**src/rtl/pad_pkg.sv**
```systemverilog
package pad_pkg;
  typedef enum logic [2:0] {
    PF_IDLE    = 3'd0,
    PF_FIFO_WR = 3'd1,
    PF_FIFO_RD = 3'd2,
    PF_MBOX_WR = 3'd3,
    PF_MBOX_RD = 3'd4
  } port_fn_e;

  typedef enum logic {
    SRC_FIFO = 1'b0,
    SRC_MBOX = 1'b1
  } bus_src_e;
endpackage

```
**src/rtl/port_ctrl_decode.sv**
```systemverilog
module port_ctrl_decode
  import pad_pkg::*;
#(
  parameter bit PORT_B = 1'b0
) (
  input  logic     clk,
  input  logic     rst,
  input  logic     cs_n,
  input  logic     wr_rd,
  input  logic     en,
  input  logic     mbox_sel,
  input  logic     in_ready,
  input  logic     out_ready,
  output port_fn_e fn,
  output logic     oe,
  output bus_src_e src
);
  logic wr_dir;
  logic active;

  // Direction polarity chosen at elaboration time
  generate
    if (PORT_B) begin : g_pol_b
      assign wr_dir = ~wr_rd;
    end else begin : g_pol_a
      assign wr_dir = wr_rd;
    end
  endgenerate

  assign active = ~cs_n & en;
  assign oe     = ~cs_n & ~wr_dir;
  assign src    = mbox_sel ? SRC_MBOX : SRC_FIFO;

  always_comb begin
    fn = PF_IDLE;
    if (active) begin
      if (wr_dir) begin
        if (mbox_sel)      fn = PF_MBOX_WR;
        else if (in_ready) fn = PF_FIFO_WR;
      end else begin
        if (mbox_sel)       fn = PF_MBOX_RD;
        else if (out_ready) fn = PF_FIFO_RD;
      end
    end
  end

  // nothing is decoded while disabled or deselected
  assert_idle_when_off_R7: assert property (@(posedge clk) disable iff (rst)
    (cs_n || !en) |-> (fn == PF_IDLE));
endmodule

```
**src/rtl/port_bus_mux.sv**
```systemverilog
module port_bus_mux
  import pad_pkg::*;
#(
  parameter int DATA_W = 36
) (
  input  logic              oe,
  input  bus_src_e          src,
  input  logic [DATA_W-1:0] fifo_q,
  input  logic [DATA_W-1:0] mbox_q,
  output logic [DATA_W-1:0] bus_out
);
  always_comb begin
    bus_out = '0;
    if (oe) bus_out = (src == SRC_MBOX) ? mbox_q : fifo_q;
  end
endmodule

```
**src/rtl/mbox_flag.sv**
```systemverilog
module mbox_flag (
  input  logic clk,
  input  logic rst,
  input  logic remote_wr,
  input  logic local_rd,
  output logic full_n
);
  always_ff @(posedge clk) begin
    if (rst)            full_n <= 1'b1;
    else if (remote_wr) full_n <= 1'b0;
    else if (local_rd)  full_n <= 1'b1;
  end

  assert_flag_set_R8: assert property (@(posedge clk) disable iff (rst)
    remote_wr |=> !full_n);
  assert_flag_clear_R8: assert property (@(posedge clk) disable iff (rst)
    (local_rd && !remote_wr) |=> full_n);
  assert_flag_hold_R8: assert property (@(posedge clk) disable iff (rst)
    (!local_rd && !remote_wr) |=> $stable(full_n));
endmodule

```
**src/rtl/port_access_decoder.sv**
```systemverilog
module port_access_decoder
  import pad_pkg::*;
#(
  parameter int DATA_W = 36,
  parameter bit PORT_B = 1'b0
) (
  input  logic              clk,
  input  logic              rst,
  input  logic              cs_n,
  input  logic              wr_rd,
  input  logic              en,
  input  logic              mbox_sel,
  input  logic              in_ready,
  input  logic              out_ready,
  input  logic [DATA_W-1:0] fifo_q,
  input  logic [DATA_W-1:0] mbox_in_q,
  input  logic              remote_mbox_wr,
  output logic              fifo_wr,
  output logic              fifo_rd,
  output logic              mbox_wr,
  output logic              mbox_rd,
  output logic              bus_oe,
  output logic [DATA_W-1:0] bus_out,
  output logic              mbox_full_n
);
  port_fn_e fn;
  bus_src_e src;

  port_ctrl_decode #(.PORT_B(PORT_B)) u_dec (
    .clk(clk), .rst(rst), .cs_n(cs_n), .wr_rd(wr_rd), .en(en),
    .mbox_sel(mbox_sel), .in_ready(in_ready), .out_ready(out_ready),
    .fn(fn), .oe(bus_oe), .src(src)
  );

  assign fifo_wr = (fn == PF_FIFO_WR);
  assign fifo_rd = (fn == PF_FIFO_RD);
  assign mbox_wr = (fn == PF_MBOX_WR);
  assign mbox_rd = (fn == PF_MBOX_RD);

  port_bus_mux #(.DATA_W(DATA_W)) u_mux (
    .oe(bus_oe), .src(src), .fifo_q(fifo_q), .mbox_q(mbox_in_q), .bus_out(bus_out)
  );

  mbox_flag u_flag (
    .clk(clk), .rst(rst), .remote_wr(remote_mbox_wr), .local_rd(mbox_rd),
    .full_n(mbox_full_n)
  );

  assert_oe_needs_select_R1: assert property (@(posedge clk) disable iff (rst)
    bus_oe |-> !cs_n);
  assert_fifo_wr_ready_R2: assert property (@(posedge clk) disable iff (rst)
    fifo_wr |-> (in_ready && !mbox_sel && !bus_oe));
  assert_fifo_rd_ready_R3: assert property (@(posedge clk) disable iff (rst)
    fifo_rd |-> (out_ready && !mbox_sel && bus_oe));
  assert_mbox_wr_sel_R4: assert property (@(posedge clk) disable iff (rst)
    mbox_wr |-> (mbox_sel && !bus_oe));
  assert_mbox_rd_sel_R5: assert property (@(posedge clk) disable iff (rst)
    mbox_rd |-> (mbox_sel && bus_oe));
  assert_bus_mbox_src_R6: assert property (@(posedge clk) disable iff (rst)
    (bus_oe && mbox_sel) |-> (bus_out == mbox_in_q));
  assert_no_strobe_disabled_R7: assert property (@(posedge clk) disable iff (rst)
    !en |-> !(fifo_wr || fifo_rd || mbox_wr || mbox_rd));
  assert_one_strobe_R9: assert property (@(posedge clk) disable iff (rst)
    $onehot0({fifo_wr, fifo_rd, mbox_wr, mbox_rd}));
endmodule

```
**config.mk**
```make
export PLATFORM = sky130hd
export DESIGN_NAME = port_access_decoder
export DESIGN_NICKNAME = d
export VERILOG_FILES = /design/src/rtl/pad_pkg.sv /design/src/rtl/port_ctrl_decode.sv /design/src/rtl/port_bus_mux.sv /design/src/rtl/mbox_flag.sv /design/src/rtl/port_access_decoder.sv
export SDC_FILE = /design/constraint.sdc
export NUM_CORES = 1
export LEC_CHECK = 0
export BUFFER_PORTS_ARGS = -buffer_cell sky130_fd_sc_hd__buf_2
export CAP_MARGIN = 20
export CORE_MARGIN = 3
export CORE_UTILIZATION = 31
export DETAILED_ROUTE_END_ITERATION = 10
export PLACE_DENSITY = 0.85
export SYNTH_ARGS = -nofsm -noshare
export SYNTH_HDL_FRONTEND = slang
export SYNTH_HIERARCHICAL = 1
export SYNTH_SLANG_ARGS = --single-unit
```
**constraint.sdc**
```tcl
create_clock -name clk -period 1.58 [get_ports clk]
set_input_delay 0.079 -clock clk [delete_from_list [all_inputs] [get_ports clk]]
set_output_delay 0.079 -clock clk [all_outputs]
set_load 0.01 [all_outputs]
```
* Yosys cells after proc, flatten, opt, wreduce, memory -nomap -nowiden
Index checks and enable logic that the tools add are counted.
Storage, ports and cells: flip-flop bits (word level) 1, latch bits 0, bits in writable memories 0, memory bits (read-only) 0, input bits 81, output and inout port bits 42, memories 0
Cells by class: add/subtract/negate cells 0, multiply operators 0, divide/modulo/power cells 0, order comparisons 0, equality and inequality tests 4, shift-type cells 0, multiplexer cells 11, bitwise operators 4, reduce and logical (&&, ||, !) cells 1
Operator list (number):
- 36-bit two-way mux | 2
- 3-bit two-way mux | 4
- 3-bit by 2-bit equality test with 1-bit output (second input constant) | 2
- 1-bit two-way mux | 4
- 3-bit by 1-bit equality test with 1-bit output (second input constant) | 1
- 3-bit equality test (second input constant) | 1
- 1-bit AND | 2
- 2-bit two-way mux | 1
- 1-bit NOT | 2
- 2-bit nonzero test | 1

* Depth between registers and ports, before layout
Gate-level depths: netlist (run 1).
depth in word-level cells 7, gate-level depth with buffers 5

* By module
The synthesis (run 1) kept the hierarchy.
By module, submodules not included:
- port_bus_mux | times used 1, cells each 79, area each 668.1 µm², sequential area each 0.0 µm²
- port_ctrl_decode | times used 1, cells each 9, area each 62.6 µm², sequential area each 0.0 µm²
- mbox_flag | times used 1, cells each 3, area each 35.0 µm², sequential area each 20.0 µm²
- port_access_decoder | times used 1, cells each 4, area each 32.5 µm², sequential area each 0.0 µm²

* Least setup slack after synthesis (run 1)
Ideal clock, no wire load.
path type input-to-reg, start input cs_n, end register u_flag.full_n, setup time 0.068 ns, arrival time 1.180 ns, data required time 1.512 ns, slack 0.332 ns, cell stages on the path 5, buffers on the path 0, cells stage by stage nand2b_1 -> nor3b_1 -> nor3b_1 -> nor2_1 -> o21bai_2
On the way: word-level cells in the longest chain between the ends 5
Ends and longest elaborated chain:
- start, declared | RTL line port_access_decoder.sv:9 | input logic cs_n,
- 1-bit NOT | RTL line port_ctrl_decode.sv:30 | assign active = ~cs_n & en;
- 1-bit AND | RTL line port_ctrl_decode.sv:30
- 3-bit two-way mux | RTL line port_ctrl_decode.sv:36 | if (active) begin
- named net fn[2] | RTL line port_access_decoder.sv:26 | port_fn_e fn;
- 3-bit equality test | RTL line port_access_decoder.sv:38 | assign mbox_rd = (fn == PF_MBOX_RD);
- named net mbox_rd | RTL line port_access_decoder.sv:21 | output logic mbox_rd,
- 2-bit nonzero test (no line)
- end signal, assigned | RTL line mbox_flag.sv:9 | if (rst) full_n <= 1'b1;
- end signal, assigned | RTL line mbox_flag.sv:10 | else if (remote_wr) full_n <= 1'b0;
- end signal, assigned | RTL line mbox_flag.sv:11 | else if (local_rd) full_n <= 1'b1;
- end, declared | RTL line mbox_flag.sv:6 | output logic full_n
The timed path passes the listed nets, and every way through them passes these cells. A chain may end at the register's enable or synchronous reset.

* Worst setup path after layout (run 1)
start input cs_n, end output mbox_rd
On the way: word-level cells in the longest chain between the ends 4
Ends and longest elaborated chain (RTL line):
- 1-bit NOT | port_ctrl_decode.sv:30
- 1-bit AND | port_ctrl_decode.sv:30
- 3-bit two-way mux | port_ctrl_decode.sv:36
- named net fn[2] | port_access_decoder.sv:26
- 3-bit equality test | port_access_decoder.sv:38
- end, declared | port_access_decoder.sv:21
The timed path passes the listed nets, and every way through them passes these cells.

==> impl_metrics.env, run 1 <==
export IMPL_status="complete, no violations"
export IMPL_power_leakage_nw=0.8861
export IMPL_drt_total_wl_um=2775
export IMPL_cts_setup_buffers=0
export IMPL_syn_area_um2=798.3
export IMPL_reg2reg_depth=2
export IMPL_routed_via_density=4.465
export IMPL_port_buffers=122
export IMPL_setup_viol=0
export IMPL_post_drt_wl_per_cell_um=11.51
export IMPL_hold_violations=0
export IMPL_hold_class="in2reg"
export IMPL_setup_worst_path_end_class="output port"
export IMPL_r2r_slack_ns=0.99
export IMPL_critPathRequiredTime_ns=1.50
export IMPL_drc=0
export IMPL_power_mw=0.3416
export IMPL_slew_headroom_pct=75.31
export IMPL_synth_distinct_cells=16
export IMPL_top_regs="u_flag/full_n: 1 flops"
export IMPL_clk_pin_slew_worst_paths_ns=0
export IMPL_most_common_layout_cells="122 x buf_2, 36 x mux2i_1, 36 x nor2b_1"
export IMPL_hpwl_um=2477
export IMPL_antenna_found_initial=0
export IMPL_synth_warnings=6
export IMPL_rsz0062_at_grt="false"
export IMPL_synth_cells=95
export IMPL_finalClockSkew_ns=0
export IMPL_num_io_pins=123
export IMPL_cts_hold_buf=0
export IMPL_max_vdd_ir_drop_uv=230.9
export IMPL_finish_utilization_pct=59.69
export IMPL_rr_endpoint="u_flag/full_n"
export IMPL_drtAntennaViolNets=0
export IMPL_synthTopCellsByArea="mux2i_1 45%, nor2b_1 28%, buf_12 7.5%"
export IMPL_crit_path_start="cs_n"
export IMPL_std_cell_rows=17
export IMPL_yosysTopAreaCellShare_pct=45.14
export IMPL_layout_drive_gt1_share_pct=61.03
export IMPL_synth_area_leader_cell="mux2i_1"
export IMPL_drt_iter0_markers=7
export IMPL_gr_total_overflow=0
export IMPL_cts_resized_gates=0
export IMPL_min_period_ns=1.337
export IMPL_die_h_um=56.75
export IMPL_start_util_pct=34.43
export IMPL_max_cap_violations=0
export IMPL_grt_max_degree=23
export IMPL_gp_congestion=0.8193
export IMPL_drv_slew=0
export IMPL_p_per_area_mw_per_mm2=246.8
export IMPL_grt_pass1_vias=1082
export IMPL_final_common_cell="buf_2"
export IMPL_worstSkewPairLatency_ns=0
export IMPL_firstDrtPassIters=3
export IMPL_crit_fanout=4
export IMPL_postLayoutSetupSlackWorst_ns=0.2430
export IMPL_syn2layout_area_growth_pct=73.35
export IMPL_core_mm2=0.002318
export IMPL_finalSetupTns_ns=0
export IMPL_path_class="in2out"
export IMPL_fin_area_mm2=0.001384
export IMPL_yosysSeqAreaShare_pct=2.508
export IMPL_top_register="u_flag/full_n"
export IMPL_worstPathArrival_ns=1.26
export IMPL_pre_cts_slack_ns=0.2428
export IMPL_fin_cells=241
export IMPL_largest_reg_flops=1
export IMPL_max_freq_mhz=748.0
export IMPL_die_area_mm2=0.003220
export IMPL_whs_ns=0.2708
export IMPL_layout_nets=296
export IMPL_grt_pass1_wl_um=4195
export IMPL_synth_seq_cells=1
export IMPL_period_share_pct=84.62
export IMPL_n_antenna_cell=0
export IMPL_placed_area_mm2=0.001384
export IMPL_r2r_start="u_flag/full_n"
export IMPL_num_vias=1076
export IMPL_die_width_um=56.75
export IMPL_syn_nets=176
export IMPL_endpoint="mbox_rd"
export IMPL_grt_usage_pct=15.23
export IMPL_worst_pin_slew_ns=0.3695
export IMPL_place_inst=241
export IMPL_postSynthAreaPerCell_um2=8.403
export IMPL_cp_start_kind="input port"
==> metal layers <==
layer | track usage, % | vias up | share of wire (%)
met5 | 0 | - | 0
met4 | 2.318 | 0 | 1.2
met3 | 2.989 | 4 | 8.9
met2 | 33.83 | 52 | 56
met1 | 13.63 | 457 | 34
li1 | - | 563 | -
==> critical path, cell delays in order <==
cell and delay, ns:
buf_2 0.10, nand2b_1 0.19, nor3b_1 0.37, nor3b_1 0.32
buf_2 0.19
==> cell families (layout without fill, tap and decap cells) <==
kind of cell    count (synthesis)  after routing  synth area share [%]
mux                            36             36                 45.14
compound gates                  2              2                 2.508
simple gates                   48             48                 38.56
flops                           1              1                 2.508
buf+inv                         8            126                 11.29
==> power by group <==
part	leakage, nW	switching [mW]	total (mW)	internal (mW)
Sequential	0.00840	0.000699	0.0284	0.0277
Combinational	0.878	0.136	0.313	0.177
Clock	0	0	0	0
Total	0.886	0.137	0.342	0.205
==> synthesized netlist by cell type <==
master    instances
a21oi_2           1
and3b_2           1
buf_12            3
buf_4             1
buf_6             1
clkbuf_1          3
dfxtp_1           1
mux2i_1          36
nand2_1           1
nand2b_1          1
nor2_1            3
nor2b_1          36
nor3b_1           4
nor3b_2           1
o21bai_2          1
or3b_1            1
==> cell type report <==
| cell class | instances | area, um2 |
|---|---|---|
| Fill cell | 229 | 934.6 |
| Multi-Input combinational cell | 86 | 688.2 |
| Timing Repair Buffer | 126 | 640.6 |
| Tap cell | 28 | 35.03 |
| Sequential cell | 1 | 20.02 |
==> how the worst min path moves through the flow <==
stage,start,end,slack [ns],cells past startpoint
6_report,rst,u_flag/full_n,0.27,2
5_1_grt,rst,u_flag/full_n,0.28,2
4_1_cts,rst,u_flag/full_n,0.27,2
3_5_place_dp,rst,u_flag/full_n,0.27,2
3_3_place_gp,rst,u_flag/full_n,0.27,2
2_1_floorplan,remote_mbox_wr,u_flag/full_n,0.18,1
Power figures use the tool's default switching activity.
==> run 2: changes to the inputs <==
--- a/config.mk
+++ b/config.mk
@@ -5,12 +5,13 @@
 export SDC_FILE = /design/constraint.sdc
 export NUM_CORES = 1
 export LEC_CHECK = 0
+export ABC_AREA = 1
 export BUFFER_PORTS_ARGS = -buffer_cell sky130_fd_sc_hd__buf_2
 export CAP_MARGIN = 20
 export CORE_MARGIN = 3
-export CORE_UTILIZATION = 31
+export CORE_UTILIZATION = 29
 export DETAILED_ROUTE_END_ITERATION = 10
-export PLACE_DENSITY = 0.85
+export PLACE_DENSITY = 0.77
 export SYNTH_ARGS = -nofsm -noshare
 export SYNTH_HDL_FRONTEND = slang
 export SYNTH_HIERARCHICAL = 1
==> constraint.sdc (replaced) <==
create_clock -name clk -period 1.1 [get_ports clk]
set_input_delay 0.055 -clock clk [delete_from_list [all_inputs] [get_ports clk]]
set_output_delay 0.055 -clock clk [all_outputs]
set_load 0.01 [all_outputs]
==> impl_metrics.env, run 2 <==
export IMPL_num_io_pins=123
export IMPL_slew_headroom_pct=79.94
export IMPL_largest_reg_flops=1
export IMPL_setup_worst_path_end_class="flop"
export IMPL_min_period_ns=0.9696
export IMPL_synth_top_family_by_area="simple AND/OR/NAND/NOR gates"
export IMPL_synth_async_reset_ratio_pct=0
export IMPL_hold_class="in2reg"
export IMPL_rsz0062_at_grt="false"
export IMPL_grt_max_degree=39
export IMPL_yosysMostFrequentCell="nand2_1"
export IMPL_port_buffers=122
export IMPL_die_area_mm2=0.004007
export IMPL_clk_pin_slew_worst_paths_ns=0
export IMPL_seqCellArea_um2=20.02
export IMPL_netSwitchingFraction_pct=48.30
export IMPL_gr_usage_met3_pct=2.674
export IMPL_yosysSeqAreaShare_pct=2.102
export IMPL_grt_usage_pct=13.82
export IMPL_die_h_um=63.30
export IMPL_pre_cts_slack_ns=0.1261
export IMPL_cp_start_kind="input port"
export IMPL_firstDrtPassIters=4
export IMPL_most_common_layout_cells="122 x buf_2, 78 x nand2_1, 69 x nor2_1"
export IMPL_synth_area_leader_cell="nand2_1"
export IMPL_finalClockSkew_ns=0
export IMPL_status="complete, no violations"
export IMPL_synth_xor_xnor_area_share_pct=0
export IMPL_syn_area_um2=952.2
export IMPL_routed_via_density=4.016
export IMPL_top_regs="u_flag/full_n: 1 flops"
export IMPL_drt_iter0_markers=43
export IMPL_synth_compound_area_share_pct=1.577
export IMPL_setup_viol=0
export IMPL_grt_pass1_wl_um=4919
export IMPL_synth_edf_count=0
export IMPL_switchingPower_mw=0.2578
export IMPL_top_usage_layer="met2"
export IMPL_drtAntennaViolNets=0
export IMPL_max_vdd_ir_drop_uv=256.0
export IMPL_layout_nets=416
export IMPL_cts_setup_buffers=0
export IMPL_gp_congestion=0.6882
export IMPL_cts_resized_gates=0
export IMPL_drv_slew=0
export IMPL_worst_pin_slew_ns=0.3009
export IMPL_worstPathArrival_ns=0.85
export IMPL_grt_pass1_vias=1266
export IMPL_synth_common_cells="78 x nand2_1, 70 x nor2_1, 42 x inv_1, 11 x nor2_2, 8 x buf_6"
export IMPL_core_mm2=0.003103
export IMPL_p_clk_share_pct=0
export IMPL_drc=0
export IMPL_antenna_found_initial=0
export IMPL_power_leakage_nw=1.123
export IMPL_max_freq_mhz=1031
export IMPL_yosysTopAreaCellShare_pct=30.75
export IMPL_crit_fanout=3
export IMPL_multi_input_comb_area_um2=648.1
export IMPL_hpwl_um=2558
export IMPL_use_met1_pct=15.38
export IMPL_use_met2_pct=27.54
export IMPL_std_cell_rows=20
export IMPL_n_antenna_cell=0
export IMPL_worstSkewPairLatency_ns=0
export IMPL_syn_nets=301
export IMPL_synth_adder_area_share_pct=0
export IMPL_path_class="in2reg"
export IMPL_die_width_um=63.30
export IMPL_synth_distinct_cells=13
export IMPL_postLayoutSetupSlackWorst_ns=0.1304
export IMPL_layout_drive_gt1_share_pct=42.04
export IMPL_combPwrFrac_pct=92.3
export IMPL_post_drt_wl_per_cell_um=7.992
export IMPL_critPathRequiredTime_ns=0.98
export IMPL_synth_warnings=6
export IMPL_hold_violations=0
export IMPL_cts_hold_buf=0
export IMPL_fillers=343
export IMPL_gr_total_overflow=0
export IMPL_synthFlopType="dfxtp_1"
export IMPL_internal_power_mw=0.2760
export IMPL_period_share_pct=88.14
export IMPL_top_register="u_flag/full_n"
export IMPL_postSynthAreaPerCell_um2=4.328
export IMPL_p_per_area_mw_per_mm2=347.1
export IMPL_num_vias=1514
export IMPL_finalSetupTns_ns=0
export IMPL_synth_mux_area_share_pct=0
export IMPL_synth_cells=220
export IMPL_drt_total_wl_um=3013
export IMPL_start_util_pct=30.69
export IMPL_pwr_share_seq_pct=7.7
export IMPL_synthSimpleGateAreaFrac_pct=66.23
export IMPL_synthTopCellsByArea="nand2_1 31%, nor2_1 28%, inv_1 17%"
export IMPL_max_cap_violations=0
export IMPL_final_common_cell="buf_2"
export IMPL_syn2layout_area_growth_pct=61.50
export IMPL_synth_seq_cells=1
export IMPL_power_mw=0.5338
==> run 2: cell types whose count changed after synthesis, moves of 11 or more <==
cell     previous run  this run
nand2_1             1        78
nor2_2              0        11
nor2_1              3        70
inv_1               0        42
nor2b_1            36         0
mux2i_1            36         0
==> run 2: worst max-delay path, stage by stage <==
cell	delay, ns
buf_2	0.11
nor2_2	0.11
inv_1	0.06
nor2_1	0.16
inv_1	0.08
nand2_1	0.06
nor2_1	0.05
o21ai_1	0.12
nand2_1	0.05
==> run 2: metrics by stage <==
step	utilization, %	cells	hold WS, ns	area (um2)
final	49.56	377	0.2370	1538
after CTS	49.56	377	0.2381	1538
after global placement	49.56	377	0.2325	1538
after global routing	49.56	377	0.2800	1538
after detailed placement	49.56	377	0.2381	1538
after floorplan	-	220	0.1469	952.2
==> run 2: cell families after synthesis <==
logic type	count (synthesis)
AOI/OAI and AO/OA	3
buffers and inverters	56
DFF	1
and+or+nand+nor	160
==> run 2: area by class of cell <==
cell class              instances  area share (%)
multi-input cells             163           42.15
flip-flops and latches          1           1.302
well taps                      44           3.580
inverters                      43           10.50
repair buffers                126           42.47
==> run 2: final timing paths <==
| check | start | to | slack (ns) | cells after the start |
|---|---|---|---|---|
| setup / recovery | cs_n | u_flag/full_n | 0.13 | 9 |
| hold / removal | rst | u_flag/full_n | 0.24 | 3 |
| setup reg to reg | u_flag/full_n | u_flag/full_n | 0.52 | 2 |
| hold reg to reg | u_flag/full_n | u_flag/full_n | 0.46 | 2 |
==> run 2: routing by layer <==
layer / vias up / share of wire (%)
met4: 0 / 0.46
met3: 2 / 13
li1: 833 / -
met2: 74 / 47
met5: - / 0
met1: 605 / 40
==> run 2: power groups by stage <==
stage          sequential, mW  clock [mW]  combinational, mW
2_1_floorplan          0.0423           0              0.288
3_3_place_gp           0.0410           0              0.489
3_5_place_dp           0.0411           0              0.495
4_1_cts                0.0411           0              0.497
5_1_grt                0.0417           0              0.562
6_report               0.0410           0              0.493
